**config.mk**
```make
export PLATFORM = sky130hd
export DESIGN_NAME = i2c_msg_seq
export DESIGN_NICKNAME = d
export VERILOG_FILES = /design/src/rtl/i2cseq_pkg.sv /design/src/rtl/i2cseq_buf.sv /design/src/rtl/i2cseq_timer.sv /design/src/rtl/i2cseq_ctl.sv /design/src/rtl/i2c_msg_seq.sv
export SDC_FILE = /design/constraint.sdc
export NUM_CORES = 1
export LEC_CHECK = 0
export ABC_AREA = 0
export BUFFER_PORTS_ARGS = -buffer_cell sky130_fd_sc_hd__buf_4
export CORE_MARGIN = 1
export CORE_UTILIZATION = 40
export DETAILED_ROUTE_END_ITERATION = 16
export PLACE_DENSITY = 0.69
export SLEW_MARGIN = 20
export SYNTH_ARGS = -nofsm -noshare
export SYNTH_HDL_FRONTEND = slang
export SYNTH_HIERARCHICAL = 1
export SYNTH_SLANG_ARGS = --single-unit
```
**constraint.sdc**
```tcl
create_clock -name clk -period 7.9 [get_ports clk]
set_clock_uncertainty 0.05 [all_clocks]
set_input_delay 0.395 -clock clk [delete_from_list [all_inputs] [get_ports clk]]
set_output_delay 0.395 -clock clk [all_outputs]
set_load 0.1 [all_outputs]
```
**src/rtl/i2cseq_pkg.sv**
```systemverilog
package i2cseq_pkg;
  typedef enum logic [1:0] {ST_OK = 2'd0, ST_ERR = 2'd1, ST_TMO = 2'd2} seq_status_e;
  typedef enum logic [2:0] {S_IDLE, S_WFREE, S_ADDR, S_FETCH, S_SEND, S_DWAIT} seq_state_e;

  function automatic logic [7:0] addr_byte(input logic [6:0] a, input logic rd);
    return {a, rd};
  endfunction
endpackage

```
**src/rtl/i2cseq_buf.sv**
```systemverilog
module i2cseq_buf #(
  parameter int DEPTH = 16,
  localparam int AW = $clog2(DEPTH)
) (
  input  logic          clk,
  input  logic          wr_en,
  input  logic [AW-1:0] wr_addr,
  input  logic [7:0]    wr_data,
  input  logic [AW-1:0] rda_addr,
  output logic [7:0]    rda_data,
  input  logic [AW-1:0] rdb_addr,
  output logic [7:0]    rdb_data
);
  logic [7:0] mem [DEPTH];

  always_ff @(posedge clk) begin
    if (wr_en) mem[wr_addr] <= wr_data;
    rda_data <= mem[rda_addr];
    rdb_data <= mem[rdb_addr];
  end
endmodule

```
**src/rtl/i2cseq_timer.sv**
```systemverilog
module i2cseq_timer #(
  parameter int LIMIT = 64,
  localparam int W = $clog2(LIMIT + 1)
) (
  input  logic clk,
  input  logic rst,
  input  logic clr,
  output logic expired
);
  logic [W-1:0] cnt;

  assign expired = (cnt == W'(LIMIT));

  always_ff @(posedge clk) begin
    if (rst || clr) cnt <= '0;
    else if (!expired) cnt <= cnt + 1'b1;
  end

  // once reached, the limit stays reached until cleared
  a_r10_timer_holds: assert property (@(posedge clk) disable iff (rst)
    (expired && !clr) |=> expired);
endmodule

```
**src/rtl/i2cseq_ctl.sv**
```systemverilog
module i2cseq_ctl import i2cseq_pkg::*; #(
  parameter int MAX_MSG = 4,
  parameter int LEN_W   = 4,
  parameter int AW      = 4,
  parameter int RETRIES = 2,
  localparam int IDX_W  = (MAX_MSG > 1) ? $clog2(MAX_MSG) : 1,
  localparam int CNT_W  = $clog2(MAX_MSG + 1),
  localparam int DESC_W = 9 + LEN_W,
  localparam int RT_W   = (RETRIES > 0) ? $clog2(RETRIES + 1) : 1
) (
  input  logic                      clk,
  input  logic                      rst,
  input  logic                      go,
  input  logic [CNT_W-1:0]          msg_count,
  input  logic [MAX_MSG*DESC_W-1:0] desc_flat,
  input  logic                      unit_busy,
  input  logic                      bus_busy,
  input  logic                      scl_mon,
  input  logic                      sda_mon,
  input  logic                      ev_tx_done,
  input  logic                      ev_nak,
  input  logic                      ev_rx_done,
  input  logic [7:0]                ev_rx_data,
  input  logic                      ev_arb_lost,
  input  logic [7:0]                rdata,
  input  logic                      free_exp,
  input  logic                      txn_exp,
  output logic                      free_clr,
  output logic                      txn_clr,
  output logic [AW-1:0]             ptr,
  output logic                      seq_wr_en,
  output logic [7:0]                seq_wr_data,
  output logic                      cmd_go,
  output logic                      cmd_start,
  output logic                      cmd_stop,
  output logic                      cmd_nak,
  output logic                      cmd_write,
  output logic [7:0]                cmd_data,
  output logic                      eng_rst,
  output logic                      busy,
  output logic                      done,
  output seq_status_e               status,
  output logic                      arb_seen
);
  seq_state_e       st;
  logic [IDX_W-1:0] idx, nidx;
  logic [LEN_W-1:0] bcnt, cur_len;
  logic [6:0]       cur_addr, nxt_addr;
  logic             cur_rd, nxt_rd, nxt_ns;
  logic             dir, first, free_now, last_msg, last_byte, fin_byte, byte_evt;
  logic [RT_W-1:0]  tries;

  assign nidx = idx + 1'b1;

  always_comb begin
    cur_addr = desc_flat[int'(idx)*DESC_W +: 7];
    cur_rd   = desc_flat[int'(idx)*DESC_W + 7];
    cur_len  = desc_flat[int'(idx)*DESC_W + 9 +: LEN_W];
    nxt_addr = desc_flat[int'(nidx)*DESC_W +: 7];
    nxt_rd   = desc_flat[int'(nidx)*DESC_W + 7];
    nxt_ns   = desc_flat[int'(nidx)*DESC_W + 8];
  end

  assign free_now  = !unit_busy && !bus_busy && scl_mon && sda_mon;
  assign last_msg  = ((CNT_W'(idx) + CNT_W'(1)) == msg_count);
  assign last_byte = (bcnt == cur_len - 1'b1);
  assign fin_byte  = last_msg && last_byte;
  assign byte_evt  = (st == S_DWAIT) && (dir ? ev_rx_done : ev_tx_done);

  assign free_clr    = (st != S_WFREE);
  assign txn_clr     = (st == S_IDLE);
  assign seq_wr_en   = (st == S_DWAIT) && dir && ev_rx_done;
  assign seq_wr_data = ev_rx_data;

  always_ff @(posedge clk) begin
    cmd_go  <= 1'b0;
    done    <= 1'b0;
    eng_rst <= 1'b0;
    if (rst) begin
      st <= S_IDLE; busy <= 1'b0; status <= ST_OK; arb_seen <= 1'b0;
      idx <= '0; bcnt <= '0; ptr <= '0; dir <= 1'b0; first <= 1'b0; tries <= '0;
      cmd_start <= 1'b0; cmd_stop <= 1'b0; cmd_nak <= 1'b0;
      cmd_write <= 1'b0; cmd_data <= '0;
    end else begin
      if (busy && ev_arb_lost) arb_seen <= 1'b1;
      if (busy && txn_exp) begin
        busy <= 1'b0; done <= 1'b1; status <= ST_TMO; st <= S_IDLE;
      end else begin
        case (st)
          S_IDLE: if (go) begin
            busy <= 1'b1; arb_seen <= 1'b0; tries <= '0;
            idx <= '0; bcnt <= '0; ptr <= '0; first <= 1'b1; st <= S_WFREE;
          end
          S_WFREE: begin
            if (free_now) begin
              cmd_go <= 1'b1; cmd_start <= 1'b1; cmd_stop <= 1'b0; cmd_nak <= 1'b0;
              cmd_write <= 1'b1; cmd_data <= addr_byte(cur_addr, cur_rd);
              dir <= cur_rd; st <= S_ADDR;
            end else if (free_exp) begin
              busy <= 1'b0; done <= 1'b1; status <= ST_TMO; st <= S_IDLE;
            end
          end
          S_ADDR: if (ev_tx_done) begin
            if (ev_nak) begin
              if (first && (tries < RT_W'(RETRIES))) begin
                tries <= tries + 1'b1;
                idx <= '0; bcnt <= '0; ptr <= '0; st <= S_WFREE;
              end else begin
                busy <= 1'b0; done <= 1'b1; status <= ST_ERR; st <= S_IDLE;
              end
            end else begin
              first <= 1'b0;
              if (cur_len == '0) begin
                eng_rst <= 1'b1;
                busy <= 1'b0; done <= 1'b1; status <= ST_OK; st <= S_IDLE;
              end else begin
                st <= S_FETCH;
              end
            end
          end
          S_FETCH: st <= S_SEND;
          S_SEND: begin
            cmd_go <= 1'b1; cmd_start <= 1'b0;
            cmd_write <= !dir;
            cmd_data <= dir ? 8'h00 : rdata;
            cmd_stop <= fin_byte;
            cmd_nak <= dir && fin_byte;
            st <= S_DWAIT;
          end
          S_DWAIT: if (byte_evt) begin
            if (!dir && ev_nak) begin
              busy <= 1'b0; done <= 1'b1; status <= ST_ERR; st <= S_IDLE;
            end else begin
              ptr <= ptr + 1'b1;
              if (!last_byte) begin
                bcnt <= bcnt + 1'b1; st <= S_FETCH;
              end else if (last_msg) begin
                busy <= 1'b0; done <= 1'b1; status <= ST_OK; st <= S_IDLE;
              end else begin
                idx <= nidx; bcnt <= '0;
                if (nxt_ns) begin
                  st <= S_FETCH;
                end else begin
                  cmd_go <= 1'b1; cmd_start <= 1'b1; cmd_stop <= 1'b0; cmd_nak <= 1'b0;
                  cmd_write <= 1'b1; cmd_data <= addr_byte(nxt_addr, nxt_rd);
                  dir <= nxt_rd; st <= S_ADDR;
                end
              end
            end
          end
          default: st <= S_IDLE;
        endcase
      end
    end
  end

  // no command follows a cycle in which the bus looked busy while waiting
  a_r2_wait_for_idle_bus: assert property (@(posedge clk) disable iff (rst)
    (st == S_WFREE && !free_now) |=> !cmd_go);
  // an address command never carries STOP and always sends
  a_r1_start_is_send: assert property (@(posedge clk) disable iff (rst)
    (cmd_go && cmd_start) |-> (cmd_write && !cmd_stop && !cmd_nak));
  // NAK is only requested on a final receive that also stops
  a_r4_nak_with_stop: assert property (@(posedge clk) disable iff (rst)
    (cmd_go && cmd_nak) |-> (cmd_stop && !cmd_write));
  // the probe reset comes with a successful completion
  a_r8_probe_reset: assert property (@(posedge clk) disable iff (rst)
    eng_rst |-> (done && status == ST_OK && !busy));
  // done lasts one cycle and commands only occur during a run
  a_r11_done_pulse: assert property (@(posedge clk) disable iff (rst)
    done |=> !done);
  a_r11_cmd_in_run: assert property (@(posedge clk) disable iff (rst)
    cmd_go |-> busy);
endmodule

```
**src/rtl/i2c_msg_seq.sv**
```systemverilog
module i2c_msg_seq import i2cseq_pkg::*; #(
  parameter int MAX_MSG   = 4,
  parameter int LEN_W     = 4,
  parameter int BUF_DEPTH = 16,
  parameter int RETRIES   = 2,
  parameter int FREE_TMO  = 64,
  parameter int TXN_TMO   = 4096,
  localparam int AW     = $clog2(BUF_DEPTH),
  localparam int CNT_W  = $clog2(MAX_MSG + 1),
  localparam int DESC_W = 9 + LEN_W
) (
  input  logic                      clk,
  input  logic                      rst,
  input  logic                      go,
  input  logic [CNT_W-1:0]          msg_count,
  input  logic [MAX_MSG*DESC_W-1:0] desc_flat,
  input  logic                      host_wr_en,
  input  logic [AW-1:0]             host_wr_addr,
  input  logic [7:0]                host_wr_data,
  input  logic [AW-1:0]             host_rd_addr,
  output logic [7:0]                host_rd_data,
  input  logic                      unit_busy,
  input  logic                      bus_busy,
  input  logic                      scl_mon,
  input  logic                      sda_mon,
  input  logic                      ev_tx_done,
  input  logic                      ev_nak,
  input  logic                      ev_rx_done,
  input  logic [7:0]                ev_rx_data,
  input  logic                      ev_arb_lost,
  output logic                      cmd_go,
  output logic                      cmd_start,
  output logic                      cmd_stop,
  output logic                      cmd_nak,
  output logic                      cmd_write,
  output logic [7:0]                cmd_data,
  output logic                      eng_rst,
  output logic                      busy,
  output logic                      done,
  output logic [1:0]                status,
  output logic                      arb_seen
);
  logic          free_clr, txn_clr, free_exp, txn_exp, seq_wr_en, wr_en;
  logic [AW-1:0] ptr, wr_addr;
  logic [7:0]    seq_wr_data, wr_data, rdata;
  seq_status_e   st_code;

  assign wr_en   = seq_wr_en || host_wr_en;
  assign wr_addr = seq_wr_en ? ptr : host_wr_addr;
  assign wr_data = seq_wr_en ? seq_wr_data : host_wr_data;
  assign status  = st_code;

  i2cseq_buf #(.DEPTH(BUF_DEPTH)) u_buf (
    .clk(clk), .wr_en(wr_en), .wr_addr(wr_addr), .wr_data(wr_data),
    .rda_addr(host_rd_addr), .rda_data(host_rd_data),
    .rdb_addr(ptr), .rdb_data(rdata));

  i2cseq_timer #(.LIMIT(FREE_TMO)) u_free_tmr (
    .clk(clk), .rst(rst), .clr(free_clr), .expired(free_exp));

  i2cseq_timer #(.LIMIT(TXN_TMO)) u_txn_tmr (
    .clk(clk), .rst(rst), .clr(txn_clr), .expired(txn_exp));

  i2cseq_ctl #(.MAX_MSG(MAX_MSG), .LEN_W(LEN_W), .AW(AW), .RETRIES(RETRIES)) u_ctl (
    .clk(clk), .rst(rst), .go(go), .msg_count(msg_count), .desc_flat(desc_flat),
    .unit_busy(unit_busy), .bus_busy(bus_busy), .scl_mon(scl_mon), .sda_mon(sda_mon),
    .ev_tx_done(ev_tx_done), .ev_nak(ev_nak), .ev_rx_done(ev_rx_done),
    .ev_rx_data(ev_rx_data), .ev_arb_lost(ev_arb_lost), .rdata(rdata),
    .free_exp(free_exp), .txn_exp(txn_exp), .free_clr(free_clr), .txn_clr(txn_clr),
    .ptr(ptr), .seq_wr_en(seq_wr_en), .seq_wr_data(seq_wr_data),
    .cmd_go(cmd_go), .cmd_start(cmd_start), .cmd_stop(cmd_stop), .cmd_nak(cmd_nak),
    .cmd_write(cmd_write), .cmd_data(cmd_data), .eng_rst(eng_rst),
    .busy(busy), .done(done), .status(st_code), .arb_seen(arb_seen));
endmodule

```
Yosys cells after proc, flatten, opt, wreduce, memory -nomap -nowiden
Memories as Yosys holds them, arrays and structs flattened. A register that Yosys moved wholly into a read port is not among the register bits.
Cells that the tools add are included.

storage, ports and cells
  memory bits (read-only) = 0
  bits in registers = 56
  bits in writable memories = 128
  bits in latches = 0
  memories = 1
  logic and storage cells = 256

operators by class
  div/mod/pow operators = 0
  shift operators = 3
  multiplexer cells = 133
  add/subtract/negate cells = 12
  equality and inequality tests = 37
  order comparisons = 4
  bitwise gates (word level) = 3
  multiply operators = 2
  reductions and logical operators = 40

memories
  name       words  width  rd ports  clocked after Yosys merged registers in  wr ports  RTL line          RTL
  u_buf.mem  16     8      2         2                                        1         i2cseq_buf.sv:14  logic [7:0] mem [DEPTH];

operators with widths
  operator                 number
  $shiftx A52 B32 Y7       2
  $lt A32 B8 Y1 const B    3
  $add A32 B4 Y32 const B  2
  $add A32 B5 Y32 const B  2
  $mux W8                  8
  $mux W1                  63
  $shiftx A52 B32 Y4       1
  $mux W2                  23
  $mux W4                  11
  $mux W3                  9
  $reduce_and A9 Y1        3
  $pmux W4 S3              2
  $pmux W8 S3              1
  $reduce_and A8 Y1        3
  $ne A3 B2 Y1 const B     7
  $reduce_and A10 Y1       2
  $bmux W1 S6              3
  $ne A2 B2 Y1 const B     9
  $pmux W1 S3              6
  $pmux W3 S6              1
  $add A13 B1 Y13 const B  1
  $eq A13 B13 Y1 const B   1
  $logic_and A1 B1 Y1      12
  $mul A2 B4 Y6 const B    2
  other kinds (34)         57

Longest topological paths before layout
  word-level depth = 12
  depth in mapped cells = 12
  gate-level depth less buffers = 10

Cells and area by module
Netlist, hierarchy kept.

by module, submodules not included
  module                      sequential area each (um2)  area each (um2)  cells an instance  times used
  i2cseq_buf                  4164.0                      6344.8           307                1
  i2cseq_ctl                  720.7                       3688.5           393                1
  i2cseq_timer at u_txn_tmr   260.2                       669.4            78                 1
  i2cseq_timer at u_free_tmr  140.1                       355.3            39                 1
  i2c_msg_seq                 0.0                         186.4            14                 1

Least setup slack after synthesis
OpenSTA, ideal clock, no wires.

  kind = register to register
  start point = register u_ctl.st[1]
  end point = memory u_buf.mem[0][0], enable pin
  data required time = 7.467 ns
  buffers on the path = 4
  slack = 4.192 ns
  cell stages (with the launch flop) = 12
  data arrival time = 3.275 ns
  path through = dfxtp_1 -> buf_2 -> nor2b_1 -> nand2_1 -> inv_2 -> buf_2 -> buf_1 -> and3_1 -> buf_6 -> mux2_4 -> or3b_2 -> nor3_1

on the way
  elaborated cells between the ends (all ways) = 7

RTL lines
  what                               RTL line           RTL
  start: declaration                 i2cseq_ctl.sv:45   seq_state_e st;
  start signal: assignment           i2cseq_ctl.sv:80   st <= S_IDLE; busy <= 1'b0; status <= ST_OK; arb_seen <= 1'b0;
  start signal: assignment           i2cseq_ctl.sv:87   busy <= 1'b0; done <= 1'b1; status <= ST_TMO; st <= S_IDLE;
  start signal: assignment           i2cseq_ctl.sv:92   idx <= '0; bcnt <= '0; ptr <= '0; first <= 1'b1; st <= S_WFREE;
  $eq A3 B3 Y1                       i2cseq_ctl.sv:72   assign seq_wr_en = (st == S_DWAIT) && dir && ev_rx_done;
  $logic_and A1 B1 Y1 (2 in series)  i2cseq_ctl.sv:72
  named net seq_wr_en                i2c_msg_seq.sv:43  logic free_clr, txn_clr, free_exp, txn_exp, seq_wr_en, wr_en;
  $mux W4                            i2c_msg_seq.sv:49  assign wr_addr = seq_wr_en ? ptr : host_wr_addr;
  named net wr_addr[2]               i2c_msg_seq.sv:44  logic [AW-1:0] ptr, wr_addr;
  end: declaration                   i2cseq_buf.sv:14

The timed path passes the listed nets, and every way through them passes these cells.

Worst setup path in the final report
  start point = register u_ctl.st[2]
  end point = memory u_buf.mem[1][2], enable pin

Same word-level chain as after synthesis.

==> results.toml <==
[global_route]
grt_max_degree = 38
grt_pass1_wl_mm = 43.7
grt-ovfl-total = 0
antenna_found_initial = 0
grt_usage_pct = 20.0
grt_pass1_vias = 7546

[floorplan]
start_util_pct = 40.6
dieWidth_um = 170
io-pin-count = 118
core_um2 = 27700
num_rows = 61
dieArea_um2 = 28800
chipHeight_um = 170

[logic_synthesis]
syn-instance-count = 831
syn_area_per_cell_um2 = 13.5
ys_async_sr_fraction_pct = 0
synth_edf_count = 128
synth-main-ff-cell = "edfxtp_1"
ys_ff_latch = 200
synth_area_um2 = 11200
yosysWarnings = 6
synth_nets = 937
ys_seq_area_share_pct = 47.0
synth.distinct_cells = 97

[hold_path]
min_path_type = "in2reg"

[sta]
tightest_slew_ns = 0.911
post-route-period-util_pct = 57.1
drv_slew = 0
hold_violations = 0
slew_headroom_pct = 38.9
rsz0062_at_grt = "no"
tns_ns = 0
period_needed_ns = 4.51
finalSetupViolations = 0
worst_slack_ns = 3.39
fmax_ghz = 0.222

[placed_design]
dp_hpwl_mm = 20.0
port_buffers = 117
gp_congestion = 0.943
place_ws_ns = 3.25
placed_area_um2 = 12200

[drt]
via_per_inst = 6.03
drtAntennaViolNets = 0
drt-total-wl_mm = 28.6
drt_iter0_drc = 867
drt_first_pass_iters = 6
num_vias = 7851
wl_per_cell_um = 22.0
drcViolationCount = 0

[finish]
design_area_um2 = 12900
nets = 1016
final_cell_mix = "128 x edfxtp_1, 121 x buf_4, 70 x dfxtp_1"
layout_commonest_cell = "edfxtp_1"
syn_to_final_growth_pct = 14.8
n_antenna_cell = 0
final_layout_size_suffix_gt1_share_pct = 31.2

[critical_path]
critPathArrivalTime_ns = 4.53
worst-setup-path-type = "reg2reg"
required_ns = 7.91
end_kind = "flip-flop"
crit_slowest_cell = "and3_1"
worst_setup_path_start_kind = "flip-flop"
critical_path.cell_chain = "nor2b_1, nand2_1, inv_2, and3_1, mux2_2, or3b_2, nor2_1"
path_max_fanout = 21
cpPeakStageDelay_ns = 0.80

[clocking]
cts_tree = "yes"
cts_hold_buf = 0
cts_resized = 0
cts_buffers = 17
cts-root-buf = "clkbuf_16"
cts.path.max_buffers = 2
clkTransAtPathRegs_ns = 0.08
cts_max_level = 4
cts_setup_buffers = 0
clock_sinks = 200
clkLatencyLatePin_ns = 0.44

[run]
maxCapViolCount = 0

[power]
ir_worst_vdd_mv = 0.139
p_leak_nw = 4.37
powerDensity_nw_per_um2 = 186
p_total_w = 0.00240

[run_status]
status = "completed"
[kinds of logic after synthesis]
kind of cell | count (synthesis) | share of synthesized area (%)
DFF | 200 | 47.0
xor gates and xnor gates | 13 | 1.15
buffers and inverters | 78 | 4.07
muxes | 125 | 23.5
adders and majority gates | 15 | 1.67
and+or+nand+nor | 229 | 11.6
AOI/OAI and AO/OA | 171 | 11.1
[metrics by stage]
| step | instances | utilization (%) | hold slack (ns) |
|---|---|---|---|
| global route | 1301 | 46.6 | 0.162 |
| finish | 1301 | 46.6 | 0.181 |
| detailed placement | 1269 | 44.2 | 0.423 |
| CTS | 1301 | 46.6 | 0.146 |
| global placement | 1269 | 44.2 | 0.409 |
| floorplan | 831 | - | 0.389 |
[path summary, 6_finish.rpt]
| check | from | endpoint | slack (ns) | cells past startpoint |
|---|---|---|---|---|
| setup / recovery | u_ctl/st[2] | u_buf/mem[1][2] | 3.39 | 7 |
| hold / removal | ev_tx_done | u_ctl/st[1] | 0.18 | 2 |
| setup reg to reg | u_ctl/st[2] | u_buf/mem[1][2] | 3.39 | 7 |
| hold reg to reg | u_txn_tmr/cnt[11] | u_txn_tmr/cnt[11] | 0.43 | 2 |
[worst max-delay path, delay by kind of cell, from the launching register on]
kind / cells / cell delay [ns]
and+or+nand+nor: 5 / 2.65
muxes: 1 / 0.45
buffers and inverters: 1 / 0.41
DFF: 1 / 0.58
[Yosys cell counts, types with 6 or more instances]
master / count / area, um2
dfxtp_1: 72 / 1440
ha_1: 15 / 188
nand3_1: 19 / 95.1
or3_1: 6 / 37.5
clkbuf_1: 15 / 56.3
clkdlybuf4s25_2: 6 / 60.1
nand2b_1: 11 / 68.8
edfxtp_1: 128 / 3840
mux2_2: 6 / 67.6
nor3_1: 16 / 80.1
o21ai_0: 22 / 110
nand2_1: 57 / 214
mux2_4: 9 / 135
buf_2: 11 / 55.1
a22oi_1: 34 / 255
mux4_1: 28 / 736
a21oi_1: 46 / 230
a211oi_2: 8 / 100
nor2_1: 34 / 128
nor3b_1: 13 / 97.6
mux4_2: 68 / 1530
buf_4: 12 / 90.1
nor2b_1: 8 / 50.1
inv_1: 15 / 56.3
and2_1: 9 / 56.3
nor4_1: 6 / 37.5
buf_6: 9 / 101
mux2i_1: 12 / 120
xor2_1: 9 / 78.8
buf_1: 8 / 30.0
[final cells by class]
| class | instances | area [um2] |
|---|---|---|
| Clock buffer | 17 | 425 |
| Timing Repair Buffer | 121 | 908 |
| Sequential cell | 200 | 5290 |
| Clock inverter | 15 | 231 |
| Inverter | 17 | 65.1 |
| Fill cell | 2453 | 14800 |
| Tap cell | 378 | 473 |
| Multi-Input combinational cell | 553 | 5520 |
[metal layers]
metal	routed length (um)	track usage, %
met1	11600	27.0
met2	13400	31.4
met3	2870	5.08
met4	682	6.93
met5	0	0
[registers in the layout, indices dropped and copies added, names as in the netlist, 2 cells and up]
name / flops
u_ctl/ptr: 4
u_ctl/st: 3
u_ctl/status: 2
u_ctl/bcnt: 4
u_buf/rdb_data: 8
u_ctl/idx: 2
u_free_tmr/cnt: 7
u_txn_tmr/cnt: 13
u_buf/mem: 128
u_ctl/tries: 2
u_ctl/cmd_data: 8
u_buf/rda_data: 8
[where the power goes]
part | internal [W] | switching [W]
sequential | 0.00114 | 0.0000180
clock | 0.000474 | 0.000459
combinational | 0.000113 | 0.000202
total | 0.00172 | 0.000679
Note: power is estimated with default switching activity, not from simulation.
